===== src/rtl/pseq_pkg.sv =====
package pseq_pkg;

   typedef enum logic [2:0] {
      PS_HRST = 3'd0,
      PS_OFF  = 3'd1,
      PS_UP1  = 3'd2,
      PS_UP2  = 3'd3,
      PS_ON   = 3'd4,
      PS_DN1  = 3'd5,
      PS_DN2  = 3'd6
   } pseq_state_e;

   function automatic logic is_powerup(pseq_state_e s);
      return (s == PS_UP1) || (s == PS_UP2);
   endfunction

   function automatic logic is_idle(pseq_state_e s);
      return (s == PS_HRST) || (s == PS_OFF);
   endfunction

   function automatic int max3(int a, int b, int c);
      int m;
      m = (a > b) ? a : b;
      return (m > c) ? m : c;
   endfunction

endpackage


===== src/rtl/pseq_press_track.sv =====
module pseq_press_track
   import pseq_pkg::*;
#(
   parameter int WAKE_MS = 400,
   parameter int OFF_MS  = 1000,
   parameter int HR_MS   = 14000
) (
   input  logic        clk,
   input  logic        rst_n,
   input  logic        tick,
   input  logic        pressed,
   input  pseq_state_e st,
   output logic        wake_ev,
   output logic        off_ev,
   output logic        hr_ev
);
   localparam int CW = $clog2(HR_MS + 1);

   logic          prev_q;
   logic [CW-1:0] hold_q;
   logic          hr_ok_q;
   logic          wake_ok_q;
   logic          start;

   assign start = pressed & ~prev_q;

   always_ff @(posedge clk or negedge rst_n) begin
      if (!rst_n) begin
         prev_q    <= 1'b0;
         hold_q    <= '0;
         hr_ok_q   <= 1'b0;
         wake_ok_q <= 1'b0;
      end else begin
         prev_q <= pressed;
         if (!pressed) begin
            hold_q    <= '0;
            hr_ok_q   <= 1'b0;
            wake_ok_q <= 1'b0;
         end else begin
            if (tick && (hold_q < CW'(HR_MS)))
               hold_q <= hold_q + 1'b1;
            if (start) begin
               hr_ok_q   <= is_powerup(st) || (st == PS_ON);
               wake_ok_q <= is_idle(st);
            end else begin
               wake_ok_q <= wake_ok_q & is_idle(st);
            end
         end
      end
   end

   assign wake_ev = pressed & wake_ok_q & (hold_q >= CW'(WAKE_MS));
   assign off_ev  = pressed & (hold_q >= CW'(OFF_MS));
   assign hr_ev   = pressed & hr_ok_q & (hold_q >= CW'(HR_MS));

endmodule


===== src/rtl/pseq_phase_timer.sv =====
module pseq_phase_timer
   import pseq_pkg::*;
#(
   parameter int UP_MS  = 5000,
   parameter int DN1_MS = 1000,
   parameter int DN2_MS = 1000,
   parameter int LAG_MS = 2
) (
   input  logic clk,
   input  logic rst_n,
   input  logic tick,
   input  logic restart,
   output logic up_done,
   output logic dn1_done,
   output logic dn2_done,
   output logic lag_done
);
   localparam int TMAX = max3(UP_MS, DN1_MS, DN2_MS);
   localparam int TW   = $clog2(TMAX + 1);

   logic [TW-1:0] tmr_q;

   always_ff @(posedge clk or negedge rst_n) begin
      if (!rst_n)
         tmr_q <= '0;
      else if (restart)
         tmr_q <= '0;
      else if (tick && (tmr_q < TW'(TMAX)))
         tmr_q <= tmr_q + 1'b1;
   end

   assign up_done  = tmr_q >= TW'(UP_MS);
   assign dn1_done = tmr_q >= TW'(DN1_MS);
   assign dn2_done = tmr_q >= TW'(DN2_MS);

   generate
      if (LAG_MS == 0) begin : g_no_lag
         assign lag_done = 1'b1;
      end else begin : g_lag
         assign lag_done = tmr_q >= TW'(LAG_MS);
      end
   endgenerate

endmodule


===== src/rtl/pseq_fsm.sv =====
module pseq_fsm
   import pseq_pkg::*;
(
   input  logic        clk,
   input  logic        rst_n,
   input  logic        buck_req,
   input  logic        uvlo_clear,
   input  logic        supply_ok,
   input  logic        wake_ev,
   input  logic        off_ev,
   input  logic        hr_ev,
   input  logic        up_done,
   input  logic        dn1_done,
   input  logic        dn2_done,
   input  logic        lag_done,
   output pseq_state_e st,
   output logic        restart,
   output logic        ldo_en,
   output logic        buck_en,
   output logic        path_en
);
   pseq_state_e nxt;

   always_comb begin
      nxt = st;
      unique case (st)
         PS_HRST: begin
            if (buck_req && uvlo_clear) nxt = PS_ON;
            else if (wake_ev)           nxt = PS_UP1;
         end
         PS_OFF: begin
            if (hr_ev)         nxt = PS_DN1;
            else if (buck_req) nxt = PS_ON;
            else if (wake_ev)  nxt = PS_UP2;
         end
         PS_UP1, PS_UP2: begin
            if (up_done) nxt = PS_ON;
         end
         PS_ON: begin
            if (hr_ev)       nxt = PS_DN1;
            else if (off_ev) nxt = PS_DN2;
         end
         PS_DN1: begin
            if (dn1_done) nxt = PS_HRST;
         end
         PS_DN2: begin
            if (hr_ev)         nxt = PS_DN1;
            else if (dn2_done) nxt = PS_OFF;
         end
         default: nxt = PS_HRST;
      endcase
   end

   assign restart = (nxt != st);

   always_ff @(posedge clk or negedge rst_n) begin
      if (!rst_n) st <= PS_HRST;
      else        st <= nxt;
   end

   assign ldo_en  = is_powerup(st) || (st == PS_ON);
   assign buck_en = (is_powerup(st) && lag_done) || ((st == PS_ON) && buck_req);
   assign path_en = supply_ok || buck_req || (st != PS_HRST);

endmodule


===== src/rtl/pushbutton_sequencer.sv =====
module pushbutton_sequencer
   import pseq_pkg::*;
#(
   parameter int WAKE_MS = 400,
   parameter int LAG_MS  = 2,
   parameter int UP_MS   = 5000,
   parameter int OFF_MS  = 1000,
   parameter int DN2_MS  = 1000,
   parameter int HR_MS   = 14000,
   parameter int DN1_MS  = 1000
) (
   input  logic       clk,
   input  logic       rst_n,
   input  logic       tick_ms,
   input  logic       btn_n,
   input  logic       buck_req,
   input  logic       uvlo_clear,
   input  logic       supply_ok,
   output logic       ldo_en,
   output logic       buck_en,
   output logic       path_en,
   output logic [2:0] state_code
);
   generate
      if (WAKE_MS < 1) begin : g_bad_wake
         $error("WAKE_MS must be at least 1");
      end
      if (LAG_MS >= UP_MS) begin : g_bad_lag
         $error("LAG_MS must be shorter than UP_MS");
      end
      if (HR_MS <= OFF_MS || HR_MS <= WAKE_MS) begin : g_bad_hr
         $error("HR_MS must exceed OFF_MS and WAKE_MS");
      end
      if (DN1_MS < 1 || DN2_MS < 1) begin : g_bad_dn
         $error("shutdown windows must be at least 1");
      end
   endgenerate

   pseq_state_e st;
   logic wake_ev, off_ev, hr_ev;
   logic up_done, dn1_done, dn2_done, lag_done;
   logic restart;

   pseq_press_track #(
      .WAKE_MS(WAKE_MS), .OFF_MS(OFF_MS), .HR_MS(HR_MS)
   ) u_press (
      .clk(clk), .rst_n(rst_n), .tick(tick_ms), .pressed(~btn_n), .st(st),
      .wake_ev(wake_ev), .off_ev(off_ev), .hr_ev(hr_ev)
   );

   pseq_phase_timer #(
      .UP_MS(UP_MS), .DN1_MS(DN1_MS), .DN2_MS(DN2_MS), .LAG_MS(LAG_MS)
   ) u_timer (
      .clk(clk), .rst_n(rst_n), .tick(tick_ms), .restart(restart),
      .up_done(up_done), .dn1_done(dn1_done), .dn2_done(dn2_done), .lag_done(lag_done)
   );

   pseq_fsm u_fsm (
      .clk(clk), .rst_n(rst_n), .buck_req(buck_req), .uvlo_clear(uvlo_clear),
      .supply_ok(supply_ok), .wake_ev(wake_ev), .off_ev(off_ev), .hr_ev(hr_ev),
      .up_done(up_done), .dn1_done(dn1_done), .dn2_done(dn2_done), .lag_done(lag_done),
      .st(st), .restart(restart), .ldo_en(ldo_en), .buck_en(buck_en), .path_en(path_en)
   );

   assign state_code = st;

endmodule


===== config.mk =====
export PLATFORM = sky130hd
export DESIGN_NAME = pushbutton_sequencer
export DESIGN_NICKNAME = d
export VERILOG_FILES = /design/src/rtl/pseq_pkg.sv /design/src/rtl/pseq_press_track.sv /design/src/rtl/pseq_phase_timer.sv /design/src/rtl/pseq_fsm.sv /design/src/rtl/pushbutton_sequencer.sv
export SDC_FILE = /design/constraint.sdc
export NUM_CORES = 1
export LEC_CHECK = 0
export CAP_MARGIN = 20
export CORE_ASPECT_RATIO = 0.6
export CORE_MARGIN = 3
export CORE_UTILIZATION = 50
export DETAILED_ROUTE_END_ITERATION = 7
export HOLD_SLACK_MARGIN = 0.15
export MAX_ROUTING_LAYER = met4
export PLACE_DENSITY_LB_ADDON = 0.1
export SLEW_MARGIN = 0
export SYNTH_ARGS = -nofsm -noshare
export SYNTH_HDL_FRONTEND = slang
export SYNTH_SLANG_ARGS = --single-unit

===== constraint.sdc =====
create_clock -name clk -period 2.3 [get_ports clk]
set_input_delay 0.46 -clock clk [delete_from_list [all_inputs] [get_ports clk]]
set_output_delay 0.46 -clock clk [all_outputs]
set_load 0.03 [all_outputs]

# Word level (Yosys, flattened, before mapping)
# Index checks and enable logic that the tools add are counted.
[totals]
mem_count = 0
ramBits = 0
ff_bits = 33
elab_cells = 69
output_inout_bits = 6
latch_bits = 0
mem_bits_ro = 0
input_bits = 7
[classes]
mul = 0
muxes = 20
n_lt_le_gt_ge = 8
bitwise = 9
reduce_logical = 17
n_eq_ne = 7
n_addsub = 2
shifts = 0
div_mod_pow = 0
[op_table]
columns = ["cell", "count"]
rows = [
  ["3-bit two-way mux", 11],
  ["14-bit two-way mux", 2],
  ["13-bit two-way mux", 2],
  ["3-bit one-hot mux with 6 select lines", 1],
  ["14-bit by 1-bit adder with 14-bit output, second input constant", 1],
  ["14-bit by 10-bit greater-or-equal comparator with 1-bit output, second input constant", 1],
  ["14-bit greater-or-equal comparator, second input constant", 1],
  ["14-bit by 9-bit greater-or-equal comparator with 1-bit output, second input constant", 1],
  ["14-bit less-than comparator, second input constant", 1],
  ["13-bit by 1-bit adder with 13-bit output, second input constant", 1],
  ["13-bit by 10-bit greater-or-equal comparator with 1-bit output, second input constant", 1],
  ["13-bit greater-or-equal comparator, second input constant", 1],
  ["13-bit by 2-bit greater-or-equal comparator with 1-bit output, second input constant", 1],
  ["13-bit less-than comparator, second input constant", 1],
  ["3-bit equality test, second input constant", 3],
  ["1-bit AND", 7],
  ["3-bit by 2-bit equality test with 1-bit output, second input constant", 2],
  ["1-bit logical OR", 6],
  ["2-bit nonzero test", 3],
  ["1-bit logical AND", 5],
  ["1-bit two-way mux", 4],
  ["3-bit by 1-bit equality test with 1-bit output, second input constant", 1],
  ["3-bit logical NOT", 1],
  ["3-bit inequality test", 1],
  ["other kinds (3)", 4],
]

# Depth between registers and ports, before layout
# Gate-level depths: netlist (run 1).
[depth]
ltp_word = 9
ltp_mapped = 8
mapped_depth_nobuf = 6

# By module
# Synthesis (run 1) repeated with hierarchy kept, for this count alone.
[unflattened]
hier_cells = 229
area_unflattened_um2 = 2053.2
[modules_own_cells]
columns = ["mod", "area_each_um2", "cells_each", "seq_area_each_um2", "instances"]
rows = [
  ["pseq_press_track", 933.4, 100, 425.4, 1],
  ["pseq_phase_timer", 790.8, 86, 325.3, 1],
  ["pseq_fsm", 325.3, 42, 75.1, 1],
  ["pushbutton_sequencer", 3.8, 1, 0.0, 1],
]

# Worst setup path before layout (run 1)
# No wires, ideal clock.
[synth_timing]
path_type = "flip-flop to flip-flop"
start = "register u_press.hold_q[11]"
end = "register u_timer.tmr_q[0]"
required_ps = 2231
stages_incl_launch_ff = 8
setup_ps = 69
slack_ps = 348
period_less_slack_ps = 1952
n_path_buf = 1
t_arrival_ps = 1883
path_cell_list = "dfrtp_1 -> or4_4 -> o311ai_2 -> a21o_1 -> o211ai_2 -> a211o_4 -> buf_12 -> nor2_4"
[synth_between]
elab_chain_len = 8
elab_cells_between_ends = 18
cone_classes = "order compare (3); eq/ne (1); mux (10); bitwise (3); reduce/logical (1)"
[synth_lines]
columns = ["element", "line_no", "text"]
rows = [
  ["start, declared", "pseq_press_track.sv:20", "logic [CW-1:0] hold_q;"],
  ["start signal, assigned", "pseq_press_track.sv:41", "hold_q <= hold_q + 1'b1;"],
  ["14-bit by 9-bit greater-or-equal comparator with 1-bit output", "pseq_press_track.sv:52", "assign wake_ev = pressed & wake_ok_q & (hold_q >= CW'(WAKE_MS));"],
  ["1-bit AND", "pseq_press_track.sv:52", ""],
  ["3-bit two-way mux", "pseq_fsm.sv:34", "else if (wake_ev) nxt = PS_UP2;"],
  ["3-bit two-way mux", "pseq_fsm.sv:33", "else if (buck_req) nxt = PS_ON;"],
  ["3-bit two-way mux", "pseq_fsm.sv:32", "if (hr_ev) nxt = PS_DN1;"],
  ["3-bit one-hot mux with 6 select lines (*)", "pseq_fsm.sv:26", "unique case (st)"],
  ["3-bit inequality test (*)", "pseq_fsm.sv:54", "assign restart = (nxt != st);"],
  ["13-bit two-way mux / 2-bit nonzero test (equally long branches)", "-", ""],
  ["end signal, assigned", "pseq_phase_timer.sv:29", "tmr_q <= tmr_q + 1'b1;"],
  ["end, declared", "pseq_phase_timer.sv:21", "logic [TW-1:0] tmr_q;"],
]
# Every way passes the cells marked *; elsewhere a longest branch is shown, timed or not.
# A chain may end at the register's enable or synchronous reset.

# Worst setup path after layout (run 1)
[layout_timing]
start = "register u_timer.tmr_q[6]"
end = "register u_timer.tmr_q[9]"
[layout_between]
elab_chain_len = 6
elab_cells_between_ends = 14
cone_classes = "add/sub (1); order compare (3); eq/ne (1); mux (7); reduce/logical (2)"
[layout_lines]
columns = ["element", "line_no", "text"]
rows = [
  ["13-bit by 10-bit greater-or-equal comparator with 1-bit output", "pseq_phase_timer.sv:33, pseq_phase_timer.sv:34", ""],
  ["3-bit two-way mux", "pseq_fsm.sv:48", "else if (dn2_done) nxt = PS_OFF;"],
  ["3-bit two-way mux", "pseq_fsm.sv:47", "if (hr_ev) nxt = PS_DN1;"],
  ["3-bit one-hot mux with 6 select lines", "pseq_fsm.sv:26", ""],
  ["3-bit inequality test", "pseq_fsm.sv:54", ""],
  ["13-bit two-way mux / 2-bit nonzero test (equally long branches)", "-", ""],
]
# Parallel ways exist; a longest one is shown, timed or not. The select of a mux whose other input is x is not followed.

==> results.tsv, run 1 <==
metric	value	unit
synth.area.top_cells	dfrtp_1 (40%), xor2_1 (8.5%), nor2_4 (4.9%)	
netlist_instances	207	
hold_viol_final	0	
diodes	0	
setup-tns-final	0	ns
synth.avg_cell_area	9.99	um2
via_count	1707	
track_usage	21.2	%
report.final.setup_viol	0	
vias_per_cell	6.01	
ys_warn_count	0	
dieArea	4970	um2
yosysSeqAreaShare	39.9	%
fin_crit	2.22	ns
synth.distinct_cells	50	
cts.hold.buffers_added	0	
gp_congestion	1.02	
post-route-util	63.6	%
insertion_delay	0.29	ns
ir_worst_vdd	474	uV
grt_overflow	0	
leakagePower	1.04	nW
area_delta_synth_final	17.7	%
final_max_slew_viol_count	0	
startpoint_type	flip-flop	
grt_max_degree	34	
fin_area	2430	um2
drtAntennaViolNets	0	
fp.dieW	89.0	um
htree_levels	2	
ys.flop_type	dfrtp_1	
grt_pass1_vias	1554	
finalWirelength	4.66	mm
grt_pass1_wl	7.78	mm
drive_gt1_share	18.6	%
maxCapViolations	0	
async_flop_share	100	%
crit_path_max_fanout	5	
netlist_area	2070	um2
synth.largest_area_cell	dfrtp_1	
die_y	55.8	um
cts_tree	yes	
critical_path.top_delay_family	compound AO/OA/AOI/OAI gates	
grt_antenna_before_repair	0	
yosysMostFrequentCell	dfrtp_1	
cp_num_buf_inv	1	
crit_arrival	2.43	ns
synthTopCellsByCount	dfrtp_1 (33), nor2_1 (23), xor2_1 (20)	
cp_cell_sequence	o41ai_4 > o21ai_1 > a32oi_1 > nand2_1 > a211o_4 > buf_12 > nor2_1	
fin_crit_sh	96.6	%
cp-end-kind	flip-flop	
layout.cells.non_filler	284	
ys_ff_latch	33	
dp_slack	-0.146	ns
drtIter0Drc	91	
power_density	636	nW/um2
slowest_delay	0.45	ns
io-pin-count	13	
coreArea	3830	um2
timing.fmax	450	MHz
yosysTopAreaCellShare	39.9	%
outcome	complete, no violations	
rsz0062_at_grt	true	
hpwl	3.44	mm
synth_edf_count	0	
hp-class	reg2reg	
clock-sinks	33	
cts_buffers	5	
critical_path.slowest_cell	dfrtp_1	
cts_buffer_depth	2	
setup_ws	0.0771	ns
required	2.51	ns
dp_cells	276	
place_area	2340	um2
portBuffers	12	
clkTransAtPathRegs	0.06	ns
timing.hold.ws	0.521	ns
initial_core_util	54.0	%
power	1.55	mW
maxSlewHeadroom	68.7	%
worst_slew_pin_slew	0.469	ns
post_cts_buffers	0	
cts_root_buffer	clkbuf_8	
finalClockSkew	0.00896	ns
firstDrtPassIters	5	
drc_errors	0	
synth_fp_nets	218	
nets	247	
rows	17	
ctsResizeCount	0	
wl_per_cell	16.4	um
crit_type	reg2reg	
-- logic make-up (layout without fill, tap and decap cells) --
kind of cell             count (synthesis)  count (layout)  share of synthesized area, %
AO/OA/AOI/OAI                           42              42                          18.7
XOR/XNOR                                23              23                          9.74
adder cells (fa/ha/maj)                  4               4                          2.42
buffers and inverters                   13              43                          3.15
flip-flops                              33              33                          39.9
multiplexers                             1               1                         0.484
AND/OR/NAND/NOR                         91              91                          25.6
-- metal layers --
metal | GRT usage (%) | part of all wire [%] | vias up
met4 | 6.79 | 1.9 | 0
li1 | - | - | 811
met5 | - | 0 | -
met1 | 32.7 | 51 | 823
met2 | 26.8 | 41 | 62
met3 | 4.88 | 6.3 | 11
-- placed cells by master, fill, tap and decap left out, drive strengths merged, types with 7 or more instances in the layout --
cell type,Yosys,routed
clkdlybuf4s50,0,9
inv,8,8
dfrtp,33,33
o21ai,9,9
nand4,14,14
xor2,20,20
nor2,33,33
buf,1,17
nand3,7,7
o211ai,7,7
nand2,13,13
-- flip-flops by register name (all words and copies together), names as in the netlist --
name and cells:
u_press.hold_q 14, u_press.wake_ok_q 1, u_press.hr_ok_q 1, u_timer.tmr_q 13, u_press.prev_q 1, u_fsm.st 3
-- worst paths after layout --
| path | startpoint | end | slack (ns) | cells past startpoint |
|---|---|---|---|---|
| worst max-delay path | u_timer.tmr_q[6]$_DFFE_PN0P_ | u_timer.tmr_q[9]$_DFFE_PN0P_ | 0.08 | 7 |
| worst min-delay path | u_press.prev_q$_DFF_PN0_ | u_press.wake_ok_q$_DFF_PN0_ | 0.52 | 1 |
| worst max register to register | u_timer.tmr_q[6]$_DFFE_PN0P_ | u_timer.tmr_q[9]$_DFFE_PN0P_ | 0.08 | 7 |
| worst min register to register | u_press.prev_q$_DFF_PN0_ | u_press.wake_ok_q$_DFF_PN0_ | 0.52 | 1 |
| max in group asynchronous | rst_n | u_fsm.st[2]$_DFF_PN0_ | 1.43 | 2 |
| min in group asynchronous | rst_n | u_press.hold_q[2]$_DFFE_PN0P_ | 0.57 | 2 |
-- cell type report --
cell class                 count  area (um2)
tap                           47        58.8
sequential                    33         826
fill                         315        1390
clock inverter                 2        10.0
multi-input combinational    161        1180
timing repair buffer          27         255
clock buffer                   6        72.6
inverter                       8        30.0
-- power breakdown --
| part | switching, mW | internal [mW] |
|---|---|---|
| Sequential | 0.111 | 0.649 |
| Clock | 0.208 | 0.209 |
| Combinational | 0.208 | 0.162 |
Power figures use the tool's default switching activity.
==> inputs of run 2 (changes only) <==
CORE_MARGIN = 2   (was 3)
==> results.tsv, run 2 (synthesized netlist as in run 1, its figures left out) <==
metric	value	unit	change
outcome	complete, no violations		
timing.fmax	448	MHz	-0.42%
report.final.setup_viol	0		unchanged
largest_reg_flops	14		unchanged
clock-sinks	33		unchanged
vias_per_cell	5.90		-1.8%
clkTransAtPathRegs	0.07	ns	about the same
final_cell_mix	dfrtp_1 (32), nor2_1 (23), xor2_1 (20), buf_4 (15), nand4_1 (14)		
nets	246		-0.40%
hpwl	3.52	mm	+2.3%
power_density	670	nW/um2	+5.4%
crit_type	reg2reg		
drive_gt1_share	19.1	%	+0.50 points
top_regs	u_press.hold_q: 14 flops, u_timer.tmr_q: 13 flops, u_fsm.st: 3 flops		
via_count	1688		-1.1%
maxCapViolations	0		unchanged
hold_viol_final	0		unchanged
finalClockSkew	0.00753	ns	-0.00143 ns
grt_pass1_vias	1474		-5.1%
rsz0062_at_grt	false		
fin_crit_sh	97.1	%	+0.41 points
drtIter0Drc	235		+160%
wl_met3	344	um	+17%
initial_core_util	51.3	%	-2.7 points
grt_pass1_wl	7.38	mm	-5.2%
worst_slew_pin_slew	0.530	ns	+0.0611 ns
diodes	0		unchanged
fin_crit	2.23	ns	+0.00943 ns
grt_overflow	0		unchanged
post_cts_buffers	0		unchanged
slowest_delay	0.45	ns	about the same
finalWirelength	4.64	mm	-0.34%
setup_ws	0.0676	ns	-0.00943 ns
cp_cell_sequence	nor3_1 > o21ai_0 > o21ai_0 > o211ai_1 > a211o_4 > buf_4 > nor2_1		
io-pin-count	13		unchanged
ctsResizeCount	0		unchanged
wl_met1	2.47	mm	+3.7%
startpoint_type	flip-flop		
cts_tree	yes		
cp_num_buf_inv	1		unchanged
portBuffers	12		unchanged
maxSlewHeadroom	64.6	%	-4.1 points
firstDrtPassIters	5		unchanged
dieArea	4680	um2	-5.7%
crit_path_max_fanout	4		-1
grt_max_degree	34		unchanged
cts_root_buffer	clkbuf_8		
required	2.50	ns	about the same
wl_met2	1.82	mm	-3.8%
hp-class	reg2reg		
final_max_slew_viol_count	0		unchanged
die_y	53.8	um	-3.6%
layout_commonest_cell	dfrtp_1		
rows	18		+1
coreArea	4030	um2	+5.3%
track_usage	21.7	%	+0.58 points
cts.hold.buffers_added	0		unchanged
ir_worst_vdd	551	uV	+16%
leakagePower	1.04	nW	+0.11%
cts_buffers	5		unchanged
wl_per_cell	16.2	um	-1.0%
cp-end-kind	flip-flop		
crit_arrival	2.44	ns	about the same
timing.hold.ws	0.506	ns	-0.0152 ns
fp.dieW	87.0	um	-2.2%
critical_path.top_delay_family	compound AO/OA/AOI/OAI gates		
regMostFlops	u_press.hold_q		
insertion_delay	0.28	ns	about the same
cts_buffer_depth	2		unchanged
grt_antenna_before_repair	0		unchanged
top_layer	met4		
dp_slack	-0.0223	ns	+0.124 ns
gp_congestion	0.943		-7.2%
cpMostUsedCell	o21ai_0		
area_delta_synth_final	17.8	%	about the same
drc_errors	0		unchanged
critical_path.slowest_cell	nor3_1		
htree_levels	2		unchanged
drtAntennaViolNets	0		unchanged
==> run 2: report_power, final <==
| group | internal [mW] | switching (mW) |
|---|---|---|
| sequential | 0.651 | 0.122 |
| combinational | 0.164 | 0.222 |
| clock | 0.270 | 0.203 |
| total | 1.09 | 0.547 |
==> run 2: worst paths after layout <==
check                                               from                           end  slack [ns]  cells after the start
setup / recovery           u_timer.tmr_q[12]$_DFFE_PN0P_  u_timer.tmr_q[8]$_DFFE_PN0P_        0.07                      7
hold / removal                  u_press.prev_q$_DFF_PN0_   u_press.wake_ok_q$_DFF_PN0_        0.51                      1
setup reg to reg           u_timer.tmr_q[12]$_DFFE_PN0P_  u_timer.tmr_q[8]$_DFFE_PN0P_        0.07                      7
hold reg to reg                 u_press.prev_q$_DFF_PN0_   u_press.wake_ok_q$_DFF_PN0_        0.51                      1
max in group asynchronous                          rst_n  u_timer.tmr_q[4]$_DFFE_PN0P_        1.41                      2
min in group asynchronous                          rst_n  u_timer.tmr_q[2]$_DFFE_PN0P_        0.58                      2
==> run 2: area by class of cell <==
type                    instances  area (um2)
multi-input cells             161        1180
clock inverters                 1        5.00
clock buffers                   7        96.3
repair buffers                 26         235
well taps                      50        62.6
flip-flops and latches         33         827
fillers                       359        1600
inverters                       8        30.0
==> run 2: per-stage QoR <==
step / cell area (um2) / util [%] / power, mW / cells / TNS, ns
2_1_floorplan: 2070 / - / 1.00 / 207 / 0
3_3_place_gp: 2330 / 57.8 / 1.14 / 278 / 0
3_5_place_dp: 2330 / 57.8 / 1.16 / 278 / -0.169
4_1_cts: 2430 / 60.3 / 1.64 / 286 / 0
5_1_grt: 2440 / 60.4 / 1.73 / 286 / 0
6_report: 2440 / 60.4 / 1.63 / 286 / 0
==> run 2: metal layers <==
metal,vias up,GRT usage (%)
met4,0,4.17
li1,803,-
met1,807,34.5
met2,76,27.4
met3,2,4.75
met5,-,-
==> inputs of run 3 (changes only) <==
PLACE_DENSITY = 0.7   (was unset)
PLACE_DENSITY_LB_ADDON = unset   (was 0.1)
clock period = 2.1 ns   (was 2.3 ns; I/O delays follow)
==> results.tsv, run 3 (synthesized netlist as in run 1, its figures left out) <==
metric	value	unit	change
worst_slew_pin_slew	0.442	ns	-0.0876 ns
die_y	53.8	um	unchanged
drtAntennaViolNets	0		unchanged
grt_pass1_vias	1696		+15%
regArea	830	um2	+0.30%
required	2.33	ns	-0.17 ns
wl_per_cell	15.5	um	-4.5%
crit_path_max_fanout	5		+1
area_delta_synth_final	34.7	%	
final_cell_mix	buf_4 (46), dfrtp_1 (30), nor2_1 (20), xor2_1 (19), nand4_1 (14)		
dieArea	4680	um2	unchanged
regMostFlops	u_press.hold_q		
drive_gt1_share	33.0	%	+14 points
power	2.05	mW	+26%
leakagePower	1.21	nW	+16%
post-route-util	69.1	%	+8.7 points
io-pin-count	13		unchanged
rsz0062_at_grt	true		
ir_worst_vdd	590	uV	+7.2%
clkTransAtPathRegs	0.07	ns	about the same
fin_crit_sh	99.2	%	+2.1 points
power_density	735	nW/um2	+9.8%
fp.dieW	87.0	um	unchanged
r2r-start	u_press.hold_q[11]$_DFFE_PN0P_		
diodes	0		unchanged
crit_arrival	2.31	ns	-0.13 ns
insertion_delay	0.29	ns	about the same
finalClockSkew	0.00214	ns	-0.00538 ns
cts_buffers	5		unchanged
place_area	2520	um2	+8.3%
rows	18		unchanged
cts_buffer_depth	2		unchanged
setup_ws	0.0166	ns	-0.0510 ns
dp_slack	-0.152	ns	-0.130 ns
via_count	1798		+6.5%
crit_start	u_press.hold_q[11]$_DFFE_PN0P_		
fin_area	2790	um2	+14%
layout.cells.non_filler	320		+12%
dp_cells	302		+8.6%
startpoint_type	flip-flop		
outcome	complete, no violations		
hp-start	u_press.prev_q$_DFF_PN0_		
report.final.setup_viol	0		unchanged
top_regs	u_press.hold_q: 14 flops, u_timer.tmr_q: 13 flops, u_fsm.st: 3 flops		
nFillCells	319		-11%
track_usage	24.3	%	+2.6 points
multi_input_area	1240	um2	+5.5%
timing.fmax	480	MHz	+7.2%
grt_pass1_wl	8.26	mm	+12%
crit_type	reg2reg		
initial_core_util	51.3	%	unchanged
maxCapViolations	0		unchanged
firstDrtPassIters	4		-1
fin_crit	2.08	ns	-0.149 ns
portBuffers	12		unchanged
largest_reg_flops	14		unchanged
drc_errors	0		unchanged
drtIter0Drc	82		-65%
gp_congestion	0.876		-7.1%
clock-sinks	33		unchanged
hp-class	reg2reg		
cts_tree	yes		
coreArea	4030	um2	unchanged
grt_max_degree	34		unchanged
layout_commonest_cell	buf_4		
cts_root_buffer	clkbuf_8		
grt_antenna_before_repair	0		unchanged
cts.hold.buffers_added	0		unchanged
maxSlewHeadroom	70.5	%	+5.9 points
final_max_slew_viol_count	0		unchanged
htree_levels	2		unchanged
cp-end-kind	flip-flop		
vias_per_cell	5.62		-4.8%
r2r_cells	7		unchanged
nets	280		+14%
grt_overflow	0		unchanged
finalWirelength	4.96	mm	+6.8%
min_path_cells	1		unchanged
hold_viol_final	0		unchanged
hpwl	3.48	mm	-1.1%
==> run 3: cell types whose count changed in the layout (fill, tap and decap cells not counted), moves of 2 or more <==
cell     change
nor2_1       -3
nor2_4       +3
dfrtp_1      -2
buf_4       +31
dfrtp_2      +2
buf_6        +2
==> run 3: routing by layer <==
layer	GRT usage (%)	part of all wire (%)	vias up
met2	33.5	41	64
met4	7.29	0.54	0
met1	34.9	51	849
li1	-	-	879
met3	6.13	6.8	6
met5	-	0	-
==> run 3: cell type report <==
type	instances	share of cell area [%]
clock buffers	7	3.10
clock inverters	1	1.08
inverters	8	1.08
multi-input cells	161	44.7
flip-flops and latches	33	29.8
well taps	50	2.25
repair buffers	60	18.1
==> run 3: path summary, 6_finish.rpt <==
kind / end / slack (ns)
max: u_timer.tmr_q[10]$_DFFE_PN0P_ / 0.02
min: u_press.wake_ok_q$_DFF_PN0_ / 0.51
max reg2reg: u_timer.tmr_q[10]$_DFFE_PN0P_ / 0.02
min reg2reg: u_press.wake_ok_q$_DFF_PN0_ / 0.51
max in group asynchronous: u_fsm.st[2]$_DFF_PN0_ / 1.23
min in group asynchronous: u_press.hold_q[2]$_DFFE_PN0P_ / 0.54
==> run 3: metrics by stage <==
step           hold slack (ns)  setup TNS [ns]
6_report                 0.508               0
5_1_grt                  0.555          -0.945
4_1_cts                  0.514         -0.0332
3_5_place_dp             0.504           -1.80
3_3_place_gp             0.490           -1.79
2_1_floorplan            0.124               0
==> run 3: power by group <==
part,switching (mW),total (mW),leakage [nW],internal [mW]
clock,0.244,0.631,0.0585,0.387
sequential,0.0999,0.815,0.433,0.715
combinational,0.308,0.604,0.717,0.296
==> run 3: critical path, stage by stage (launching register included) <==
cell and delay (ns):
dfrtp_1 0.40, or4_4 0.55, o311ai_2 0.22, a21o_1 0.15, o211ai_2 0.09, a211o_4 0.37
buf_4 0.16, nor2_4 0.08
==> run 3: timing repair <==
action                     4_1_cts  5_1_grt
setup endpoints to repair       13       20
gates resized for setup         10       14
setup buffers                    6        4
pin swaps                        4       17
